==> config.mk <==
export PLATFORM = sky130hd
export DESIGN_NAME = prefetch_fifo_status
export DESIGN_NICKNAME = d
export VERILOG_FILES = /design/src/rtl/pfs_pkg.sv /design/src/rtl/pfs_datapath.sv /design/src/rtl/pfs_control.sv /design/src/rtl/prefetch_fifo_status.sv
export SDC_FILE = /design/constraint.sdc
export NUM_CORES = 1
export LEC_CHECK = 0
export BUFFER_PORTS_ARGS = -buffer_cell sky130_fd_sc_hd__buf_2
export CAP_MARGIN = 20
export CORE_MARGIN = 3
export CORE_UTILIZATION = 35
export DETAILED_ROUTE_END_ITERATION = 10
export SYNTH_ARGS = -nofsm -noshare
export SYNTH_HDL_FRONTEND = slang
export SYNTH_SLANG_ARGS = --single-unit
==> constraint.sdc <==
create_clock -name clk -period 4 [get_ports clk]
set_clock_uncertainty 0.2 [all_clocks]
set_input_delay 0.6 -clock clk [delete_from_list [all_inputs] [get_ports clk]]
set_output_delay 0.6 -clock clk [all_outputs]
set_load 0.05 [all_outputs]
==> src/rtl/pfs_pkg.sv <==
package pfs_pkg;
  // Strobes from control to datapath, all valid for one cycle.
  typedef struct packed {
    logic load;   // load remaining count
    logic push;   // write a byte, decrement remaining count
    logic pop;    // remove the oldest byte
  } pfsStrobe_t;
endpackage

==> src/rtl/pfs_datapath.sv <==
module pfs_datapath
  import pfs_pkg::*;
#(
  parameter int DEPTH  = 64,
  parameter int DATA_W = 8,
  parameter int CNT_W  = 14,
  localparam int PTR_W  = $clog2(DEPTH),
  localparam int FILL_W = $clog2(DEPTH + 1)
) (
  input  logic              clk,
  input  logic              rstN,
  input  pfsStrobe_t        strb,
  input  logic [CNT_W-1:0]  loadCount,
  input  logic [DATA_W-1:0] wrData,
  output logic [DATA_W-1:0] rdData,
  output logic [FILL_W-1:0] fill,
  output logic [CNT_W-1:0]  remaining,
  output logic              full,
  output logic              empty
);
  logic [DATA_W-1:0] mem [DEPTH];
  logic [PTR_W-1:0]  wrPtr, rdPtr;

  function automatic logic [PTR_W-1:0] nextPtr(input logic [PTR_W-1:0] p);
    return (p == PTR_W'(DEPTH - 1)) ? '0 : p + 1'b1;
  endfunction

  assign full   = (fill == FILL_W'(DEPTH));
  assign empty  = (fill == '0);
  assign rdData = empty ? '0 : mem[rdPtr];

  always_ff @(posedge clk) begin
    if (strb.push) mem[wrPtr] <= wrData;
  end

  always_ff @(posedge clk) begin
    if (!rstN) begin
      wrPtr <= '0;
      rdPtr <= '0;
      fill  <= '0;
    end else begin
      if (strb.push) wrPtr <= nextPtr(wrPtr);
      if (strb.pop)  rdPtr <= nextPtr(rdPtr);
      case ({strb.push, strb.pop})
        2'b10:   fill <= fill + 1'b1;
        2'b01:   fill <= fill - 1'b1;
        default: fill <= fill;
      endcase
    end
  end

  always_ff @(posedge clk) begin
    if (!rstN)             remaining <= '0;
    else if (strb.load)    remaining <= loadCount;
    else if (strb.push && remaining != '0) remaining <= remaining - 1'b1;
  end
endmodule

==> src/rtl/pfs_control.sv <==
module pfs_control
  import pfs_pkg::*;
#(
  parameter int DEPTH  = 64,
  parameter int CNT_W  = 14,
  parameter int NEVT   = 2,
  localparam int FILL_W = $clog2(DEPTH + 1)
) (
  input  logic              clk,
  input  logic              rstN,
  input  logic              startStrobe,
  input  logic [CNT_W-1:0]  transferCount,
  input  logic [FILL_W-1:0] threshold,
  input  logic [NEVT-1:0]   irqEnable,
  input  logic              pushValid,
  input  logic              popStrobe,
  input  logic              clrStrobe,
  input  logic [NEVT-1:0]   clrMask,
  input  logic [FILL_W-1:0] fill,
  input  logic [CNT_W-1:0]  remaining,
  input  logic              full,
  input  logic              empty,
  output pfsStrobe_t        strb,
  output logic              pushReady,
  output logic              thresholdReached,
  output logic              engineActive,
  output logic [NEVT-1:0]   irqStatus,
  output logic              irqOut
);
  localparam int EVT_FIFO = 0;
  localparam int EVT_TERM = 1;

  logic            active;
  logic            condPrev;
  logic            lastByte;
  logic [NEVT-1:0] evt;

  assign pushReady        = active && !full;
  assign thresholdReached = (fill >= threshold);
  assign engineActive     = active;

  always_comb begin
    strb      = '0;
    strb.load = startStrobe;
    strb.push = pushValid && pushReady;
    strb.pop  = popStrobe && !empty;
  end

  // Engine finishes on its own when the final byte is accepted.
  assign lastByte = strb.push && (remaining == CNT_W'(1)) && !startStrobe;

  always_ff @(posedge clk) begin
    if (!rstN)            active <= 1'b0;
    else if (startStrobe) active <= (transferCount != '0);
    else if (lastByte)    active <= 1'b0;
  end

  always_ff @(posedge clk) begin
    if (!rstN) condPrev <= 1'b0;
    else       condPrev <= thresholdReached;
  end

  always_comb begin
    evt           = '0;
    evt[EVT_FIFO] = active && thresholdReached && !condPrev;
    evt[EVT_TERM] = lastByte;
  end

  // Sticky, write-one-to-clear status; a new event wins over a clear.
  for (genvar g = 0; g < NEVT; g++) begin : g_status
    always_ff @(posedge clk) begin
      if (!rstN)                         irqStatus[g] <= 1'b0;
      else if (evt[g])                   irqStatus[g] <= 1'b1;
      else if (clrStrobe && clrMask[g])  irqStatus[g] <= 1'b0;
    end
  end

  assign irqOut = |(irqStatus & irqEnable);
endmodule

==> src/rtl/prefetch_fifo_status.sv <==
module prefetch_fifo_status
  import pfs_pkg::*;
#(
  parameter int DEPTH  = 64,
  parameter int DATA_W = 8,
  parameter int CNT_W  = 14,
  localparam int FILL_W = $clog2(DEPTH + 1),
  localparam int NEVT   = 2
) (
  input  logic              clk,
  input  logic              rstN,
  input  logic              startStrobe,
  input  logic [CNT_W-1:0]  transferCount,
  input  logic [FILL_W-1:0] threshold,
  input  logic [NEVT-1:0]   irqEnable,
  input  logic              pushValid,
  input  logic [DATA_W-1:0] pushData,
  output logic              pushReady,
  input  logic              popStrobe,
  output logic [DATA_W-1:0] popData,
  input  logic              clrStrobe,
  input  logic [NEVT-1:0]   clrMask,
  output logic [FILL_W-1:0] fillLevel,
  output logic              thresholdReached,
  output logic [CNT_W-1:0]  remainingCount,
  output logic              engineActive,
  output logic [NEVT-1:0]   irqStatus,
  output logic              irqOut
);
  pfsStrobe_t strb;
  logic       full, empty;

  pfs_control #(.DEPTH(DEPTH), .CNT_W(CNT_W), .NEVT(NEVT)) ctrl_i (
    .clk, .rstN, .startStrobe, .transferCount, .threshold, .irqEnable,
    .pushValid, .popStrobe, .clrStrobe, .clrMask,
    .fill(fillLevel), .remaining(remainingCount), .full, .empty,
    .strb, .pushReady, .thresholdReached, .engineActive, .irqStatus, .irqOut
  );

  pfs_datapath #(.DEPTH(DEPTH), .DATA_W(DATA_W), .CNT_W(CNT_W)) dp_i (
    .clk, .rstN, .strb, .loadCount(transferCount), .wrData(pushData),
    .rdData(popData), .fill(fillLevel), .remaining(remainingCount),
    .full, .empty
  );
endmodule

Yosys cells after proc, flatten, opt, wreduce, memory -nomap -nowiden

Memories as Yosys holds them, arrays and structs flattened. A register that Yosys moved wholly into a read port is not among the register bits.
Cells that the tools add are included.

Register bits: 37
RAM bits: 512
Bits of input ports: 39
Output and inout port bits: 35
Logic and storage cells: 61
Memories: 1

Memory list:

| name     | depth | bits a word | read ports | clocked after Yosys merged registers in | write ports | RTL line           | source |
|---|---|---|---|---|---|---|---|
| dp_i.mem | 64    | 8           | 1          | 1                                       | 1           | pfs_datapath.sv:21 | `logic [DATA_W-1:0] mem [DEPTH];` |

Add/subtract/negate cells: 5
Order comparisons: 1
Equal/unequal tests: 6
Muxes and demuxes: 16
Bitwise gates (word level): 1
Reduce and logical (&&, ||, !) cells: 23

Operator list:

| operator              | number |
|---|---|
| $mux 14               | 2 |
| $reduce_bool 14->1    | 2 |
| $mux 6                | 4 |
| $eq 14x1->1 const B   | 1 |
| $pmux 7 s2            | 1 |
| $sub 14x1->14 const B | 1 |
| $add 6x1->6 const B   | 2 |
| $eq 6x6->1 const B    | 2 |
| $logic_and 1x1->1     | 10 |
| $reduce_bool 2->1     | 5 |
| $mux 1                | 8 |
| $mux 8                | 1 |
| $add 7x1->7 const B   | 1 |
| $eq 7x7->1 const B    | 1 |
| $ge 7x7->1            | 1 |
| $logic_not 7->1       | 1 |
| $sub 7x1->7 const B   | 1 |
| $logic_not 1->1       | 4 |
| $and 2x2->2           | 1 |
| $eq 2x1->1 const B    | 1 |
| $eq 2x2->1 const B    | 1 |
| $reduce_or 2->1       | 1 |

Logic depth before layout (Yosys ltp)

Gate-level depths: netlist of run 1.

Word-level depth: 8
Depth in mapped cells: 15
Depth with buffers taken out: 12

Hierarchy

From an unflattened synthesis of run 1, not the netlist that was laid out.

Cell total of the unflattened synthesis: 1201
Area, all modules: 22308.9 µm²

By module, submodules not included:

| module       | instances | cells an instance | area an instance (µm²) | seq. area each (µm²) |
|---|---|---|---|---|
| pfs_datapath | 1         | 1146              | 21877.2                | 16155.5 |
| pfs_control  | 1         | 55                | 431.7                  | 80.1 |

Worst setup path before layout of run 1

No wires, ideal clock.

Kind: reg2reg
Start: reg dp_i.fill[1]
End: reg dp_i.fill[6]
Library setup time: 0.115 ns
Data arrival time: 3.586 ns
Data required time: 3.685 ns
Slack: 0.100 ns
Stages on the path, launching flop included: 16
Buffers on the path: 3
Clock period less this slack: 3.900 ns
Cells stage by stage: dfxtp_1 -> buf_2 -> nor4_4 -> a311oi_2 -> buf_4 -> inv_1 -> ha_1 -> buf_2 -> xor2_1 -> ha_1 -> a21o_1 -> a32o_1 -> a2111oi_0 -> o21bai_1 -> xnor2_1 -> and2_1

Word-level cells in the longest chain between the ends: 6
Elaborated cells between the ends (all ways): 13

Ends and longest elaborated chain:

| element                                         | RTL line           | source |
|---|---|---|
| start: declaration                              | pfs_datapath.sv:16 | `output logic [FILL_W-1:0] fill,` |
| start signal: assignment                        | pfs_datapath.sv:45 | `2'b10: fill <= fill + 1'b1;` |
| start signal: assignment                        | pfs_datapath.sv:46 | `2'b01: fill <= fill - 1'b1;` |
| start signal: assignment                        | pfs_datapath.sv:47 | `default: fill <= fill;` |
| $eq 7x7->1                                      | pfs_datapath.sv:28 | `assign full = (fill == FILL_W'(DEPTH));` |
| $logic_not 1->1                                 | pfs_control.sv:38  | `assign pushReady = active && !full;` |
| $logic_and 1x1->1                               | pfs_control.sv:38  |  |
| $logic_and 1x1->1                               | pfs_control.sv:45  | `strb.push = pushValid && pushReady;` |
| $eq 2x1->1 or $eq 2x2->1 (tied branches)        | pfs_datapath.sv:44 | `case ({strb.push, strb.pop})` |
| $pmux 7 s2 or $reduce_bool 2->1 (tied branches) | --                 |  |

Parallel ways exist; a longest one is shown, timed or not.
A chain may end at the register's enable or synchronous reset.

==> results.md, run 1 <==
- The run finished with clean final reports.
- The count of different cell masters after synthesis is 54.
- The number of vias after detailed routing is 11.74k.
- The post-CTS clock slew at the launch and capture registers of the worst setup and hold paths is 0.06 ns.
- The number of global-route vias before repair is 11.86k.
- The path class of the tightest hold or removal check is in2reg.
- The number of placed I/O pins is 74.
- The die height is 257.4 µm.
- The number of detailed-route iterations in the first pass is 5.
- The global placer's final weighted congestion is 0.8379.
- By area the synthesized netlist is led by sky130_fd_sc_hd__edfxtp_1, sky130_fd_sc_hd__mux4_2, sky130_fd_sc_hd__dfxtp_1.
- The synthesis-to-finish area growth is 17.37%.
- The initial standard-cell utilization of the core is 35.59%.
- The first global-routing pass estimated 78030 µm of wire.
- The power density over cell area is approximately 570 nW/µm².
- The detail route stage leaves a number of antenna-violating nets equal to 0.
- The number of synthesized register bits is 555.
- The commonest register cell after synthesis is sky130_fd_sc_hd__edfxtp_1.
- The die covers about 66000 µm².
- Sorting the synthesized cells by how often they occur yields sky130_fd_sc_hd__edfxtp_1, sky130_fd_sc_hd__mux4_2, sky130_fd_sc_hd__nor2_1.
- The switching share of total power is between 20% and 30%.
- The worst-case clock buffer depth is 3.
- The detailed-placement wirelength estimate is 33450 µm.
- The number of hold buffers added after CTS is 0.
- The core outline area is 62170 µm².
- For met3 alone, demand over resource in global routing was 2.687%.
- The synthesized cell area is 22120 µm².
- The clock network accounts for roughly 37% of the total power.
- The design internal power is 10730 µW.
- The category of the critical setup timing path is reg2out.
- Setup repair after global routing left no endpoint under its margin.
- The count of endpoints failing hold in the final timing report was 0.
- The worst register-to-register path begins at dp_i.fill[0].
- For the final routed database, the setup TNS stands at 0 ns.
- Counting every net in the synthesized netlist gives 1239.
- The area share of the leading cell type in the synthesized netlist is 69.49%.
- The met2 routing resource usage after global routing is around 24%.
- Following the worst setup path forward leads to its endpoint at popData[0].
- The count of pins over their slew limit is 0.
- The detailed-route wire length is 52080 µm.
- The detail-routed via count per cell is between 5 and 6.
- The number of placed instances, taps included, is between 2k and 2.5k.
- For the pin with the worst max-slew slack, the measured transition is 0.9250 ns.
- Synthesis produced a netlist whose cell count is 1186.
- Counting cells, the worst reg-to-reg path comes to 11.
- The terminus of the critical flop-to-flop path is dp_i.fill[6].
- CTS built an H-tree with a depth of 2.
- In this run the register-to-register setup slack is 0.59 ns.
- Setup slack on the critical path of the routed design comes to 0.1185 ns.
- Among all cell types in the netlist, the one instantiated most often is sky130_fd_sc_hd__edfxtp_1.
- VDD sags by at most 0.3025 mV.
- The net switching power figure is approximately 4000 µW.
- For this design, the sink count on the clock tree is 555.
- The highest net fanout along the worst path is 15.
- The number of setup buffers added after CTS is 0.
- The worst setup path is captured at an output port.
- The async set-or-reset flop fraction in the synthesized netlist is 0%.
- The TritonCTS clock tree is done.
- The number of standard cells in the layout, taps in and fillers out is 2227.
- The initial antenna violation count came to 2.
- The number of violations of the max-capacitance limit is 0.
- Fill cells in the final layout number approximately 5.6k.
- The row count is just over 90.
- The global-route usage over all layers is 15.69%.
- STA puts the critical path data arrival time at 3.08 ns.
- The worst slack after detailed placement is 0.6055 ns.
- Setup violations remaining at the end of the flow were counted as 0.
- The met1 demand-to-capacity share in global routing is a little under a quarter.
- The highest-utilization routing layer at the global route stage is met2.
- The post-route netlist has 28.27% of its cells at a drive strength greater than 1.
- The diode insertion count for antenna repair is 0.
- For the worst-skew pair, the clock arrives at the later sink with an insertion delay of 0.60 ns.
- Buffers inserted during clock tree synthesis total 55.
- The aggregate global routing overflow is 0.
- The Yosys step of the flow raised 0 warnings.
- The count of buffers added on input and output ports is 73.
- Total power for the finished layout comes to 14730 µW.
- In the routed design, unresolved DRC markers number 0.
- Measured against its own limit, the worst slew margin works out to a little under two fifths.
- The static power due to leakage is 0.008257 µW.
- Per report_power, the sequential group accounts for 43.9% of the total.
- For the worst setup path, the data required time is 3.20 ns.
- The shortest clock period the worst path allows after layout is 3.881 ns.
- Entering global routing, the biggest net connects 65 pins.
- The average wire length per cell after detail routing is 23.38 µm.
- The highest achievable clock rate is 257.6 MHz.
- The first-iteration detailed-routing DRC count is 975.
- The net count of the finished layout is 1398.
- The worst setup path is launched from a flop.
- The synthesized design contains a little over 500 enable-type register cells.
- sky130_fd_sc_hd__edfxtp_1 takes more of the synthesized area than any other cell.
- The share of synthesized area occupied by flip-flops and latches is roughly three quarters.
- The synthesized area per cell is 18.66 µm².
- Measured along the x axis, the die boundary spans 257.4 µm.
- The clock tree root driver cell is sky130_fd_sc_hd__clkbuf_16.
- The period utilization is between 90 and 100%.
- Per report_power, the combinational group accounts for 18.7% of the total.
## sequential cells by signal, indices dropped and copies added, names as in the netlist, named ones only
signal and flops:
dp_i.rdPtr 6, ctrl_i.engineActive 1, dp_i.mem 512, dp_i.fill 7
ctrl_i.irqStatus 2, dp_i.remaining 14, ctrl_i.condPrev 1, dp_i.wrPtr 6
## worst max-delay path: stages (launching register included)
cell and delay [ns]:
sky130_fd_sc_hd__dfxtp_1 0.47, sky130_fd_sc_hd__buf_4 0.26, sky130_fd_sc_hd__nand2_1 0.41, sky130_fd_sc_hd__o221ai_1 0.48, sky130_fd_sc_hd__o21ai_0 0.30, sky130_fd_sc_hd__nand2_1 0.14, sky130_fd_sc_hd__o21ai_0 0.15, sky130_fd_sc_hd__buf_2 0.27
## how the worst min path moves through the flow
stage | to | slack [ns] | cells past startpoint | startpoint
final | ctrl_i.engineActive | 0.08 | 3 | startStrobe
after global routing | dp_i.remaining[8] | 0.08 | 3 | transferCount[8]
after detailed placement | ctrl_i.irqStatus[0] | 0.33 | 2 | ctrl_i.irqStatus[0]
after floorplan | flop | 0.28 | 2 | dp_i.rdPtr[5]
after CTS | ctrl_i.engineActive | 0.05 | 3 | startStrobe
after global placement | dp_i.rdPtr[5] | 0.31 | 2 | dp_i.rdPtr[5]
## power groups by stage
stage	registers, µW	clock network [µW]	logic, µW
floorplan	6670	0	1820
global placement	6590	0	2750
detailed placement	6590	0	2770
CTS	6470	5630	2780
global route	6480	5850	2950
finish	6470	5500	2760
## final cells by class
type / instances / area, µm² / area share (%)
Inverter: 18 / 67.56 / 0.2602
Timing Repair Buffer: 163 / 1137 / 4.380
Sequential cell: 555 / 16240 / 62.56
Multi-Input combinational cell: 552 / 5542 / 21.34
Clock buffer: 63 / 1406 / 5.416
Tap cell: 837 / 1047 / 4.033
Clock inverter: 39 / 523.0 / 2.014
## cells in the final DEF (no fill, tap or decap), types with 5 or more instances in the layout
cell type,Yosys,final
sky130_fd_sc_hd__edfxtp_1,512,512
sky130_fd_sc_hd__clkinv_2,0,13
sky130_fd_sc_hd__and2_1,12,12
sky130_fd_sc_hd__xor2_1,7,7
sky130_fd_sc_hd__a211oi_1,9,9
sky130_fd_sc_hd__nor2_1,84,84
sky130_fd_sc_hd__nor2b_1,16,16
sky130_fd_sc_hd__xnor2_1,21,21
sky130_fd_sc_hd__clkinv_1,0,7
sky130_fd_sc_hd__mux4_2,128,128
sky130_fd_sc_hd__buf_4,6,82
sky130_fd_sc_hd__clkbuf_1,23,8
sky130_fd_sc_hd__a21oi_1,39,39
sky130_fd_sc_hd__buf_12,0,5
sky130_fd_sc_hd__o22ai_1,16,16
sky130_fd_sc_hd__nand3_1,5,5
sky130_fd_sc_hd__mux2i_1,17,16
sky130_fd_sc_hd__o21ai_0,30,29
sky130_fd_sc_hd__nand4_1,8,8
sky130_fd_sc_hd__dfxtp_1,43,40
sky130_fd_sc_hd__a21boi_0,5,5
sky130_fd_sc_hd__bufinv_16,0,11
sky130_fd_sc_hd__a22oi_1,27,27
sky130_fd_sc_hd__a22o_1,5,5
sky130_fd_sc_hd__or3_1,6,6
sky130_fd_sc_hd__inv_1,18,18
sky130_fd_sc_hd__clkbuf_16,0,55
sky130_fd_sc_hd__buf_2,26,73
sky130_fd_sc_hd__nand2b_1,10,10
sky130_fd_sc_hd__o221ai_1,8,8
sky130_fd_sc_hd__nand2_1,37,37
sky130_fd_sc_hd__nor3_1,9,9
sky130_fd_sc_hd__ha_1,14,14
sky130_fd_sc_hd__nor4_1,6,6
## cell families after synthesis
logic type | Yosys count | share of synthesized area (%)
xor+xnor | 28 | 1.108
flops | 555 | 73.38
fa+ha+maj | 14 | 0.7917
mux | 145 | 13.80
buf+inv | 79 | 1.589
compound gates | 156 | 4.649
simple gates | 209 | 4.682
## stage by stage
stage                     utilization [%]  hold WS, ns  area (µm²)
after floorplan                         -       0.2839       22130
after global placement              38.61       0.3125       24000
after detailed placement            38.61       0.3271       24000
after CTS                           41.71      0.04837       25930
after global routing                41.77      0.08321       25970
final                               41.77      0.08345       25970
## repair_timing
action	CTS	global route
pin swaps	0	0
gates resized for setup	1	6
setup endpoints to repair	1	8
gates cloned	0	0
## per-layer routing
layer	routed length, µm	share of wire [%]
met5	0	0
met4	1525	2.9
met3	3502	6.7
met2	23970	46
met1	23080	44
(Power assumes the default switching activity.)
==> inputs of run 2 (changes only) <==
--- a/config.mk
+++ b/config.mk
@@ -10,6 +10,7 @@
 export CORE_MARGIN = 3
 export CORE_UTILIZATION = 35
 export DETAILED_ROUTE_END_ITERATION = 10
+export PLACE_DENSITY_LB_ADDON = 0.08
 export SYNTH_ARGS = -nofsm -noshare
 export SYNTH_HDL_FRONTEND = slang
 export SYNTH_SLANG_ARGS = --single-unit
==> results.md, run 2 (synthesis results as in run 1) <==
- The run finished with clean final reports.
- More flip-flops sit in one register than any other, and that register is dp_i.mem.
- The number of clock buffers inserted by TritonCTS is 59 (+7.3%).
- The global-route usage over all layers is 17.49% (+1.8 points).
- The power density over cell area was 560.7 nW/µm² (-1.1%).
- The worst path setup slack after routing is 0.08692 ns (-0.03158 ns).
- The highest achievable clock rate is 255.6 MHz (-0.81%).
- The post-place instance area is 24090 µm² (+0.35%).
- The startpoint identified for the worst register-to-register timing path is dp_i.fill[0].
- The kind of capture point of the worst setup path is an output port.
- The count of pins over their slew limit is 0 (unchanged).
- The number of routed nets with antenna violations came to 0 (unchanged).
- The highest cell delay on the worst timing path came to 0.62 ns (+0.14 ns).
- The routed length on met3 is 2750 µm (-21%).
- The row count was 91 (unchanged).
- The number of standard cells in the layout, taps in and fillers out is 2251 (+1.1%).
- The net count of the finished layout was 1418 (+1.4%).
- The shortest clock period the worst path allows after layout is 3.913 ns (+0.03158 ns).
- The number of flip-flops in the largest register is 512 (unchanged).
- The peak ir drop on the vdd network was 0.3621 mV (+20%).
- The critical path goes through nor4_4 -> nand3_1 -> nand2_1 -> a211oi_1 -> a22o_1 -> buf_2.
- The pin count of the biggest net entering global routing is 54 (-17%).
- The leading cell type in the layout, fill and taps excluded is sky130_fd_sc_hd__edfxtp_1.
- The global placer's final weighted congestion came to 0.7929 (-5.4%).
- The worst hold path begins at startStrobe.
- The worst slack after detailed placement came to 0.6251 ns (+0.01969 ns).
- The number of buffers added on ports is 73 (unchanged).
- The setup violation total in the final timing report is 0 (unchanged).
- The endpoint of the worst hold-timing path is ctrl_i.engineActive.
- The number of global-route vias before repair is 11.97k (+0.89%).
- The terminus of the critical flop-to-flop path is dp_i.fill[6].
- The routed metal-1 wire length is 26650 µm (+15%).
- The first-iteration detailed-routing DRC count was 917 (-5.9%).
- TritonCTS built the clock tree.
- STA classifies the critical path startpoint as a flop.
- The die height is 257.4 µm (unchanged).
- The root buffer cell chosen for the clock tree is sky130_fd_sc_hd__clkbuf_16.
- The die width is 257.4 µm (unchanged).
- The routed length on met2 is 28110 µm (+17%).
- The max-slew headroom at the worst pin was 39.85% (+1.5 points).
- The initial antenna violation count is 0 (-2).
- The number of placed instances with taps included is 2133 (+0.38%).
- The die area is 66270 µm² (unchanged).
- The H-tree level count was 2 (unchanged).
- The post-CTS clock slew at the launch and capture registers of the worst setup and hold paths came to 0.06 ns (about the same).
- The detail-routed via count per cell is 5.181 (-1.7%).
- The diode insertion count for antenna repair is 0 (unchanged).
- The number of instances on the worst hold path came to 3 (unchanged).
- The final total power is 14650 µW (-0.55%).
- The core outline area is 62170 µm² (unchanged).
- The required time of the critical path is 3.20 ns (about the same).
- The count of endpoints failing hold in the final timing report is 0 (unchanged).
- The largest registers in the layout are dp_i.mem: 512 flops, dp_i.remaining: 14 flops, dp_i.fill: 7 flops.
- The aggregate global routing overflow is 0 (unchanged).
- The library cells used most frequently in the layout, excluding fill and tap cells, are sky130_fd_sc_hd__edfxtp_1, sky130_fd_sc_hd__mux4_2, sky130_fd_sc_hd__buf_4.
- The highest signal layer in the routed design is met4.
- The length in cells of the worst reg-to-reg path was 11 (unchanged).
- The static power due to leakage is 0.008329 µW (+0.87%).
- The period utilization is 97.83% (+0.79 points).
- The number of vias after detailed routing was 11.66k (-0.66%).
- The setup TNS came to 0 ns (unchanged).
- The path class of the tightest hold or removal check is in2reg.
- The remaining design rule violation count is 0 (unchanged).
- The number of placed I/O pins is 74 (unchanged).
- The worst-case clock buffer depth is 3 (unchanged).
- The category of the critical setup timing path is reg2out.
- Setup repair after global routing could not meet its margin everywhere.
- For this design, the slowest cell found on the critical path is sky130_fd_sc_hd__a211oi_1.
- The pin slew with the least headroom to its limit is 0.9022 ns (-0.02282 ns).
- The clock sink total is 555 (unchanged).
- The number of detailed-route iterations in the first pass is 5 (unchanged).
- The highest net fanout along the worst path is 9 (-6).
- The setup slack of the worst register-to-register path is 0.70 ns (+0.11 ns).
- The share of final-layout standard cells stronger than drive strength 1 is 28.50% (+0.23 points).
- The signal arrival time at the worst endpoint is 3.11 ns (+0.03 ns).
- The insertion delay to the later sink of the worst-skew pair is 0.61 ns (about the same).
- The wire length of the first global-routing pass was 84550 µm (+8.4%).
- The detailed-route wire length came to 58670 µm (+13%).
- The detailed-placement wirelength estimate is 37110 µm (+11%).
- The number of violations of the max-capacitance limit is 0 (unchanged).
- The number of hold buffers added after CTS is 0 (unchanged).
- The average wire length per cell after detail routing was 26.06 µm (+11%).
- The initial standard-cell utilization of the core is 35.59% (unchanged).
- The cell area after layout is 26120 µm² (+0.59%).
- The synthesis-to-finish area growth is 18.06%.
[run 2: changes by cell type in the layout (fill, tap and decap cells not counted), sizes merged]
cell | before | now
clkbuf | 64 | 89
buf | 162 | 176
bufinv | 11 | 3
clkinv | 23 | 19
clkinvlp | 3 | 1
inv | 20 | 19
[run 2: timing repair]
action                                  CTS  global route
gates cloned                              0             3
gates resized for setup                   4             9
buffers inserted                          0             4
endpoints found under the hold margin     0             0
endpoints found under the setup margin    2             6
[run 2: layer usage]
layer  GRT usage [%]  vias up
met4           4.228        0
met3           3.267       73
met1           24.78     6148
li1                -     5169
met5               0        -
met2           28.08      273
[run 2: how the worst max path moves through the flow]
stage	startpoint	endpoint	slack, ns	cells past startpoint
CTS	flop	popData[7]	0.004	7
global placement	flop	popData[2]	0.60	6
detailed placement	flop	popData[2]	0.63	6
floorplan	dp_i.fill[1]	dp_i.fill[6]	0.1	15
finish	dp_i.fill[4]	popData[2]	0.09	6
global route	flop	popData[1]	-0.005	6
[run 2: through the flow]
step,hold WS [ns],util (%)
global placement,0.3212,38.71
floorplan,0.2839,-
detailed placement,0.3525,38.74
finish,0.05644,42.02
CTS,0.01781,41.70
global route,0.07496,42.02
[run 2: layout make-up]
cell class,count,area [µm²]
Multi-Input combinational cell,552,5572
Fill cell,5632,36050
Clock inverter,24,198.9
Sequential cell,555,16240
Clock buffer,86,1619
Tap cell,837,1047
Inverter,18,67.56
Timing Repair Buffer,179,1373
[run 2: report_power, final]
| group | switching, µW | internal (µW) | total (µW) |
|---|---|---|---|
| sequential | 85.3 | 6390 | 6480 |
| clock | 2230 | 2990 | 5210 |
| combinational | 1740 | 1220 | 2960 |
[run 2: worst max-delay path: cells and delay by family, from the launching register on]
| family | cells | cell delay [ns] |
|---|---|---|
| AO/OA/AOI/OAI | 2 | 0.95 |
| flip-flops | 1 | 0.56 |
| AND/OR/NAND/NOR | 3 | 0.68 |
| buffers and inverters | 1 | 0.31 |
